## src/rtl/wpred_pkg.sv

```systemverilog
package wpred_pkg;
  localparam int SAMPLE_W = 16;
  localparam int PIX_W    = 8;
  localparam int ACC_W    = 32;
  localparam int TILE     = 4;
  localparam int TILE_LG  = 2;
  localparam int MID_W    = 16;

  // two-stage clamp: signed acc -> unsigned mid -> unsigned pixel
  function automatic logic [PIX_W-1:0] sat_pix(input logic signed [ACC_W-1:0] v);
    logic [MID_W-1:0] u;
    if (v < 0)
      u = '0;
    else if (v > $signed({{(ACC_W-MID_W){1'b0}}, {MID_W{1'b1}}}))
      u = '1;
    else
      u = v[MID_W-1:0];
    if (u > {{(MID_W-PIX_W){1'b0}}, {PIX_W{1'b1}}})
      return '1;
    return u[PIX_W-1:0];
  endfunction
endpackage

```

## src/rtl/wpred_cfg.sv

```systemverilog
module wpred_cfg
  import wpred_pkg::*;
#(
  parameter int DIM_W   = 12,
  parameter int SHIFT_W = 5
) (
  input  logic                       clk_i,
  input  logic                       rst_ni,
  input  logic                       start_i,
  input  logic                       idle_i,
  input  logic [SAMPLE_W-1:0]        wgt_i,
  input  logic [SAMPLE_W-1:0]        off_i,
  input  logic [SHIFT_W-1:0]         shift_i,
  input  logic [SAMPLE_W-1:0]        lvl_i,
  input  logic [DIM_W-1:0]           width_i,
  input  logic [DIM_W-1:0]           height_i,
  output logic                       go_o,
  output logic                       empty_o,
  output logic                       err_o,
  output logic [SAMPLE_W-1:0]        wgt_o,
  output logic [SHIFT_W-1:0]         shift_o,
  output logic signed [ACC_W-1:0]    k_o,
  output logic [DIM_W-1:0]           width_o,
  output logic [DIM_W-1:0]           height_o
);
  localparam int EXT = ACC_W - SAMPLE_W;

  logic req, zero, bad;
  logic signed [ACC_W-1:0] lvl_x, wgt_x, off_x, rnd, k_nxt;

  assign req     = start_i && idle_i;
  assign zero    = (width_i == '0) || (height_i == '0);
  assign bad     = (width_i[TILE_LG-1:0] != '0) || (height_i[TILE_LG-1:0] != '0) ||
                   (shift_i == '0);
  assign go_o    = req && !zero && !bad;
  assign empty_o = req && zero;

  always_comb begin
    lvl_x = {{EXT{lvl_i[SAMPLE_W-1]}}, lvl_i};
    wgt_x = {{EXT{wgt_i[SAMPLE_W-1]}}, wgt_i};
    off_x = {{EXT{off_i[SAMPLE_W-1]}}, off_i};
    rnd   = '0;
    rnd[shift_i - 1'b1] = 1'b1;
    // level shift, offset and rounding merged into one constant
    k_nxt = lvl_x * wgt_x + (off_x <<< shift_i) + rnd;
  end

  always_ff @(posedge clk_i or negedge rst_ni) begin
    if (!rst_ni) begin
      err_o    <= 1'b0;
      wgt_o    <= '0;
      shift_o  <= '0;
      k_o      <= '0;
      width_o  <= '0;
      height_o <= '0;
    end else if (req) begin
      err_o <= !zero && bad;
      if (go_o) begin
        wgt_o    <= wgt_i;
        shift_o  <= shift_i;
        k_o      <= k_nxt;
        width_o  <= width_i;
        height_o <= height_i;
      end
    end
  end
endmodule

```

## src/rtl/wpred_pipe.sv

```systemverilog
module wpred_pipe
  import wpred_pkg::*;
#(
  parameter int SHIFT_W = 5
) (
  input  logic                    clk_i,
  input  logic                    rst_ni,
  input  logic                    adv_i,
  input  logic                    in_valid_i,
  input  logic [SAMPLE_W-1:0]     in_data_i,
  input  logic [SAMPLE_W-1:0]     wgt_i,
  input  logic signed [ACC_W-1:0] k_i,
  input  logic [SHIFT_W-1:0]      shift_i,
  output logic                    out_valid_o,
  output logic [PIX_W-1:0]        out_data_o
);
  localparam int EXT = ACC_W - SAMPLE_W;

  logic                    v1_q, v2_q;
  logic signed [ACC_W-1:0] p1_q, s2_q;
  logic signed [ACC_W-1:0] src_x, wgt_x, sum2;

  assign src_x = {{EXT{in_data_i[SAMPLE_W-1]}}, in_data_i};
  assign wgt_x = {{EXT{wgt_i[SAMPLE_W-1]}}, wgt_i};
  assign sum2  = p1_q + k_i;

  always_ff @(posedge clk_i or negedge rst_ni) begin
    if (!rst_ni) begin
      v1_q        <= 1'b0;
      v2_q        <= 1'b0;
      out_valid_o <= 1'b0;
      p1_q        <= '0;
      s2_q        <= '0;
      out_data_o  <= '0;
    end else if (adv_i) begin
      v1_q        <= in_valid_i;
      p1_q        <= src_x * wgt_x;
      v2_q        <= v1_q;
      s2_q        <= sum2 >>> shift_i;
      out_valid_o <= v2_q;
      out_data_o  <= sat_pix(s2_q);
    end
  end
endmodule

```

## src/rtl/wpred_scan.sv

```systemverilog
module wpred_scan
  import wpred_pkg::*;
#(
  parameter int DIM_W = 12
) (
  input  logic             clk_i,
  input  logic             rst_ni,
  input  logic             clear_i,
  input  logic             step_i,
  input  logic [DIM_W-1:0] width_i,
  input  logic [DIM_W-1:0] height_i,
  output logic [DIM_W-1:0] col_o,
  output logic [DIM_W-1:0] row_o,
  output logic             last_o
);
  localparam logic [DIM_W-1:0]   STEP = DIM_W'(TILE);
  localparam logic [TILE_LG-1:0] EDGE = '1;

  logic [DIM_W-1:0]   bx_q, by_q;
  logic [TILE_LG-1:0] c_q, r_q;
  logic               row_end;

  assign row_end = (bx_q + STEP == width_i);
  assign last_o  = (c_q == EDGE) && (r_q == EDGE) && row_end && (by_q + STEP == height_i);
  assign col_o   = bx_q + DIM_W'(c_q);
  assign row_o   = by_q + DIM_W'(r_q);

  always_ff @(posedge clk_i or negedge rst_ni) begin
    if (!rst_ni) begin
      bx_q <= '0;
      by_q <= '0;
      c_q  <= '0;
      r_q  <= '0;
    end else if (clear_i) begin
      bx_q <= '0;
      by_q <= '0;
      c_q  <= '0;
      r_q  <= '0;
    end else if (step_i) begin
      if (c_q != EDGE) begin
        c_q <= c_q + 1'b1;
      end else begin
        c_q <= '0;
        if (r_q != EDGE) begin
          r_q <= r_q + 1'b1;
        end else begin
          r_q <= '0;
          if (row_end) begin
            bx_q <= '0;
            by_q <= by_q + STEP;
          end else begin
            bx_q <= bx_q + STEP;
          end
        end
      end
    end
  end
endmodule

```

## src/rtl/wpred_uni.sv

```systemverilog
module wpred_uni
  import wpred_pkg::*;
#(
  parameter int DIM_W   = 12,
  parameter int SHIFT_W = 5
) (
  input  logic                clk_i,
  input  logic                rst_ni,
  input  logic                start_i,
  input  logic [SAMPLE_W-1:0] wgt_i,
  input  logic [SAMPLE_W-1:0] off_i,
  input  logic [SHIFT_W-1:0]  shift_i,
  input  logic [SAMPLE_W-1:0] lvl_i,
  input  logic [DIM_W-1:0]    width_i,
  input  logic [DIM_W-1:0]    height_i,
  output logic                cfg_err_o,
  output logic                done_o,
  input  logic                in_valid_i,
  output logic                in_ready_o,
  input  logic [SAMPLE_W-1:0] in_data_i,
  output logic                out_valid_o,
  input  logic                out_ready_i,
  output logic [PIX_W-1:0]    out_data_o,
  output logic [DIM_W-1:0]    out_col_o,
  output logic [DIM_W-1:0]    out_row_o
);
  localparam int CNT_W = 2 * DIM_W;

  logic                    go, empty, run_q, adv, in_fire, out_fire, last;
  logic [SAMPLE_W-1:0]     wgt_q;
  logic [SHIFT_W-1:0]      shift_q;
  logic signed [ACC_W-1:0] k_q;
  logic [DIM_W-1:0]        width_q, height_q;
  logic [CNT_W-1:0]        in_left_q;

  wpred_cfg #(.DIM_W(DIM_W), .SHIFT_W(SHIFT_W)) i_cfg (
    .clk_i, .rst_ni, .start_i, .idle_i(!run_q),
    .wgt_i, .off_i, .shift_i, .lvl_i, .width_i, .height_i,
    .go_o(go), .empty_o(empty), .err_o(cfg_err_o),
    .wgt_o(wgt_q), .shift_o(shift_q), .k_o(k_q),
    .width_o(width_q), .height_o(height_q)
  );

  assign adv        = !(out_valid_o && !out_ready_i);
  assign in_ready_o = run_q && (in_left_q != '0) && adv;
  assign in_fire    = in_valid_i && in_ready_o;
  assign out_fire   = out_valid_o && out_ready_i;

  wpred_pipe #(.SHIFT_W(SHIFT_W)) i_pipe (
    .clk_i, .rst_ni, .adv_i(adv),
    .in_valid_i(in_fire), .in_data_i,
    .wgt_i(wgt_q), .k_i(k_q), .shift_i(shift_q),
    .out_valid_o, .out_data_o
  );

  wpred_scan #(.DIM_W(DIM_W)) i_scan (
    .clk_i, .rst_ni, .clear_i(go), .step_i(out_fire),
    .width_i(width_q), .height_i(height_q),
    .col_o(out_col_o), .row_o(out_row_o), .last_o(last)
  );

  always_ff @(posedge clk_i or negedge rst_ni) begin
    if (!rst_ni) begin
      run_q     <= 1'b0;
      done_o    <= 1'b0;
      in_left_q <= '0;
    end else begin
      done_o <= empty || (out_fire && last);
      if (go) begin
        run_q     <= 1'b1;
        in_left_q <= CNT_W'(width_i) * CNT_W'(height_i);
      end else begin
        if (out_fire && last) run_q <= 1'b0;
        if (in_fire) in_left_q <= in_left_q - 1'b1;
      end
    end
  end
endmodule

```

## config.mk

```make
export PLATFORM = sky130hd
export DESIGN_NAME = wpred_uni
export DESIGN_NICKNAME = d
export VERILOG_FILES = /design/src/rtl/wpred_pkg.sv /design/src/rtl/wpred_cfg.sv /design/src/rtl/wpred_pipe.sv /design/src/rtl/wpred_scan.sv /design/src/rtl/wpred_uni.sv
export SDC_FILE = /design/constraint.sdc
export NUM_CORES = 2
export LEC_CHECK = 0
export ABC_AREA = 1
export BUFFER_PORTS_ARGS = -buffer_cell sky130_fd_sc_hd__buf_2
export CORE_ASPECT_RATIO = 1.4
export CORE_UTILIZATION = 45
export DETAILED_ROUTE_END_ITERATION = 10
export GPL_TIMING_DRIVEN = 0
export MAX_ROUTING_LAYER = met4
export PLACE_DENSITY_LB_ADDON = 0.3
export SETUP_SLACK_MARGIN = 0.2
export SLEW_MARGIN = 30
export SYNTH_ARGS = -nofsm -noshare
export SYNTH_HDL_FRONTEND = slang
export SYNTH_SLANG_ARGS = --single-unit
```

## constraint.sdc

```tcl
create_clock -name clk_i -period 17.5 [get_ports clk_i]
set_clock_uncertainty 0.05 [all_clocks]
set_input_delay 1.75 -clock clk_i [delete_from_list [all_inputs] [get_ports clk_i]]
set_output_delay 1.75 -clock clk_i [all_outputs]
set_load 0.1 [all_outputs]
```

==> summary.txt <==
Outcome
  • Status: finished clean

CTS
  • CTS tree: done
  • CTS root buf: clkbuf_16
  • Cts bufs inserted: 27
  • Hold buffers post-CTS: 0
  • Clock latency on the worst-skew pair: 0.56 ns
  • Max H-tree Level: 1
  • Cts repair resizes: 0
  • Clk buf depth: 3
  • CTS sink cnt: 203
  • Postcts setup bufs: 0
  • Clk pin slew, worst setup/hold paths: 0.06 ns

Setup path
  • Signal arrival time at the worst endpoint: 9.33 ns
  • Crit-path max cell delay: 0.58 ns
  • Most frequent CP cell: fa_1
  • Critical Path Source Type: input pin
  • R2R Path Start: i_cfg.wgt_o[3]
  • Worst path required time: 17.88 ns
  • R2R depth: 25
  • Max FO, Critical Path: 10
  • Critical path origin: shift_i[1]
  • WS Path Type: in -> reg
  • Crit end category: flip-flop
  • CP max stage cell: fa_1

Synthesis
  • Yosys cell types: 60
  • Post-Syn Area per Cell: 7.33 um^2
  • Most frequent cell after synthesis: nand2_1
  • Share of the synthesized area in the top cell type: 0.333
  • Synth top cells by count: nand2_1, inv_1, fa_1, nand3_1, ha_1
  • Ys Warns: 0
  • Synthesized area: 41200 um^2
  • Syn Inst Count: 5612
  • Ys flop type: dfrtp_1
  • #FFs+latches synth: 203
  • Post-synth EDFFs: 0
  • Syn Nets: 6671
  • Sequential share of the synthesized area: 0.123
  • Leading area contributor after synthesis: fa_1
  • Area contributors post-synth: fa_1, nand2_1, dfrtp_1
  • Asr flop ratio synth: 1.00

Finish
  • Share of cells above drive strength 1: 0.0446
  • Synthesis-to-finish area growth: 7.36%
  • Fillers: 9169
  • Nets: 6798
  • Non-Filler Instances: 6953

STA
  • F_max: 0.112 GHz
  • Tcrit/Tclk final: 0.511
  • Setup violators final: 0
  • Worst-Margin Slew: 1.05 ns
  • Final Hold Viols: 0
  • Final min period: 8.95 ns
  • Final slew viol count: 0
  • Slew headroom: 0.302
  • Post-route setup TNS: 0 ns
  • RSZ-0062 raised after global routing: no

Global route
  • Largest net degree at the start of global routing: 75
  • GRT Util Overall: 0.291
  • Total congestion overflow: 0
  • Initial antenna violation count: 7
  • Number of global-route vias before repair: 37400
  • First-pass GRT wire length: 203 mm

Floorplanning
  • Area of the die: 92700 um^2
  • Core area: 90100 um^2
  • Top Ports: 134
  • Std cell rows: 130
  • Die height: 360 um
  • Initial core utilization: 0.457
  • Die width: 258 um

Routing
  • DRC viols: 0
  • Drt pass-1 iters: 6
  • Post-detailed-route count of antenna-violating nets: 0
  • Average routed wire per standard cell: 18.6 um
  • Drt via density: 5.20
  • First DRT Iteration DRCs: 2378
  • Final WL: 129 mm
  • Via count: 36100

Placement
  • DP HPWL: 110 mm
  • Count of input and output buffers: 96
  • Gpl congestion: 1.00
  • Placed cells: 6898

Flow run
  • Max-cap violations: 0

Hold path
  • Hold depth: 2
  • Hold Startpoint: i_pipe.out_data_o[6]
  • Worst hold path class: reg -> reg
path summary, 6_finish.rpt:
kind                                   endpoint  slack, ns
max in group asynchronous  i_pipe.out_data_o[3]      15.12
max reg2reg                     i_pipe.p1_q[29]      10.15
max                               i_cfg.k_o[31]       8.55
min                        i_pipe.out_data_o[6]       0.43
min in group asynchronous          in_left_q[3]       1.08
min reg2reg                i_pipe.out_data_o[6]       0.43
cells by family (layout without fill, tap and decap cells):
logic type / Yosys count / count (layout) / share of synthesized area
AO/OA/AOI/OAI: 493 / 493 / 0.0663
XOR/XNOR: 102 / 102 / 0.0221
adder cells (fa/ha/maj): 961 / 961 / 0.417
buffers and inverters: 1606 / 1753 / 0.148
flip-flops: 203 / 203 / 0.123
multiplexers: 4 / 4 / 0.000973
other: 0 / 6 / 0
AND/OR/NAND/NOR: 2243 / 2243 / 0.222
cells in the final DEF, fill, tap and decap left out, types with 5 or more instances in the layout:
master	Yosys	routed
clkbuf_8	0	8
nand2_1	1600	1600
nor4_1	16	16
dfrtp_1	203	203
o21ai_0	216	216
a21o_1	14	14
nand3b_1	6	6
diode_2	0	6
nor2_1	217	216
fa_1	685	685
xnor2_1	45	45
and2_1	5	5
o31ai_1	6	6
o21ai_2	10	10
nor3_1	24	24
a21oi_1	164	164
clkbuf_1	204	203
o21ai_1	8	8
o21bai_1	8	8
buf_2	26	121
xor2_1	55	55
nor2_2	7	8
buf_1	12	12
a211oi_1	5	5
o22ai_1	14	14
inv_1	1350	1350
inv_2	5	5
clkbuf_16	0	27
nand3_1	284	284
nand4_1	30	30
a31oi_1	13	13
a22oi_1	5	5
ha_1	276	276
nand2_2	5	5
o211ai_1	13	13
or2_2	37	37
state kept, by name (all words and copies together) (netlist names):
register,cells
i_pipe.v2_q,1
i_pipe.out_valid_o,1
i_cfg.err_o,1
i_scan.r_q,2
i_cfg.wgt_o,16
i_cfg.k_o,32
i_scan.bx_q,10
in_left_q,24
i_scan.by_q,10
i_cfg.shift_o,5
i_scan.c_q,2
done_o,1
i_pipe.p1_q,32
i_cfg.height_o,12
i_pipe.s2_q,32
i_cfg.width_o,12
i_pipe.v1_q,1
i_pipe.out_data_o,8
run_q,1
cell type report:
class | instances | area (um^2) | area share
clock buffers | 37 | 793 | 0.0179
flip-flops and latches | 203 | 5080 | 0.115
diodes | 6 | 15.0 | 0.000340
multi-input cells | 3803 | 30000 | 0.679
repair buffers | 98 | 546 | 0.0123
clock inverters | 12 | 184 | 0.00416
well taps | 1188 | 1490 | 0.0336
inverters | 1357 | 5090 | 0.115
plain buffers | 249 | 1010 | 0.0228
critical path: cells and delay by family:
family,cells,cell delay [ns]
simple gates,7,1.80
compound gates,7,1.52
buf+inv,8,1.00
fa+ha+maj,7,3.26
per-layer routing:
| metal | part of all wire | global-route usage |
|---|---|---|
| met5 | 0 | - |
| met4 | 0.059 | 0.145 |
| met3 | 0.053 | 0.0275 |
| met2 | 0.50 | 0.506 |
| met1 | 0.38 | 0.333 |
stage by stage:
| step | util | setup WS (ns) | hold slack [ns] | instance area (um^2) |
|---|---|---|---|---|
| after floorplan | - | 9.68 | 0.390 | 41200 |
| after global placement | 0.479 | 8.02 | 0.395 | 43100 |
| after detailed placement | 0.479 | 8.14 | 0.405 | 43200 |
| after CTS | 0.490 | 8.70 | 0.420 | 44200 |
| after global routing | 0.490 | 8.29 | 0.445 | 44200 |
| final | 0.490 | 8.55 | 0.426 | 44200 |
Power is not shown: default switching activity piles up to over one toggle a cycle in this logic, so the estimate is an artifact.
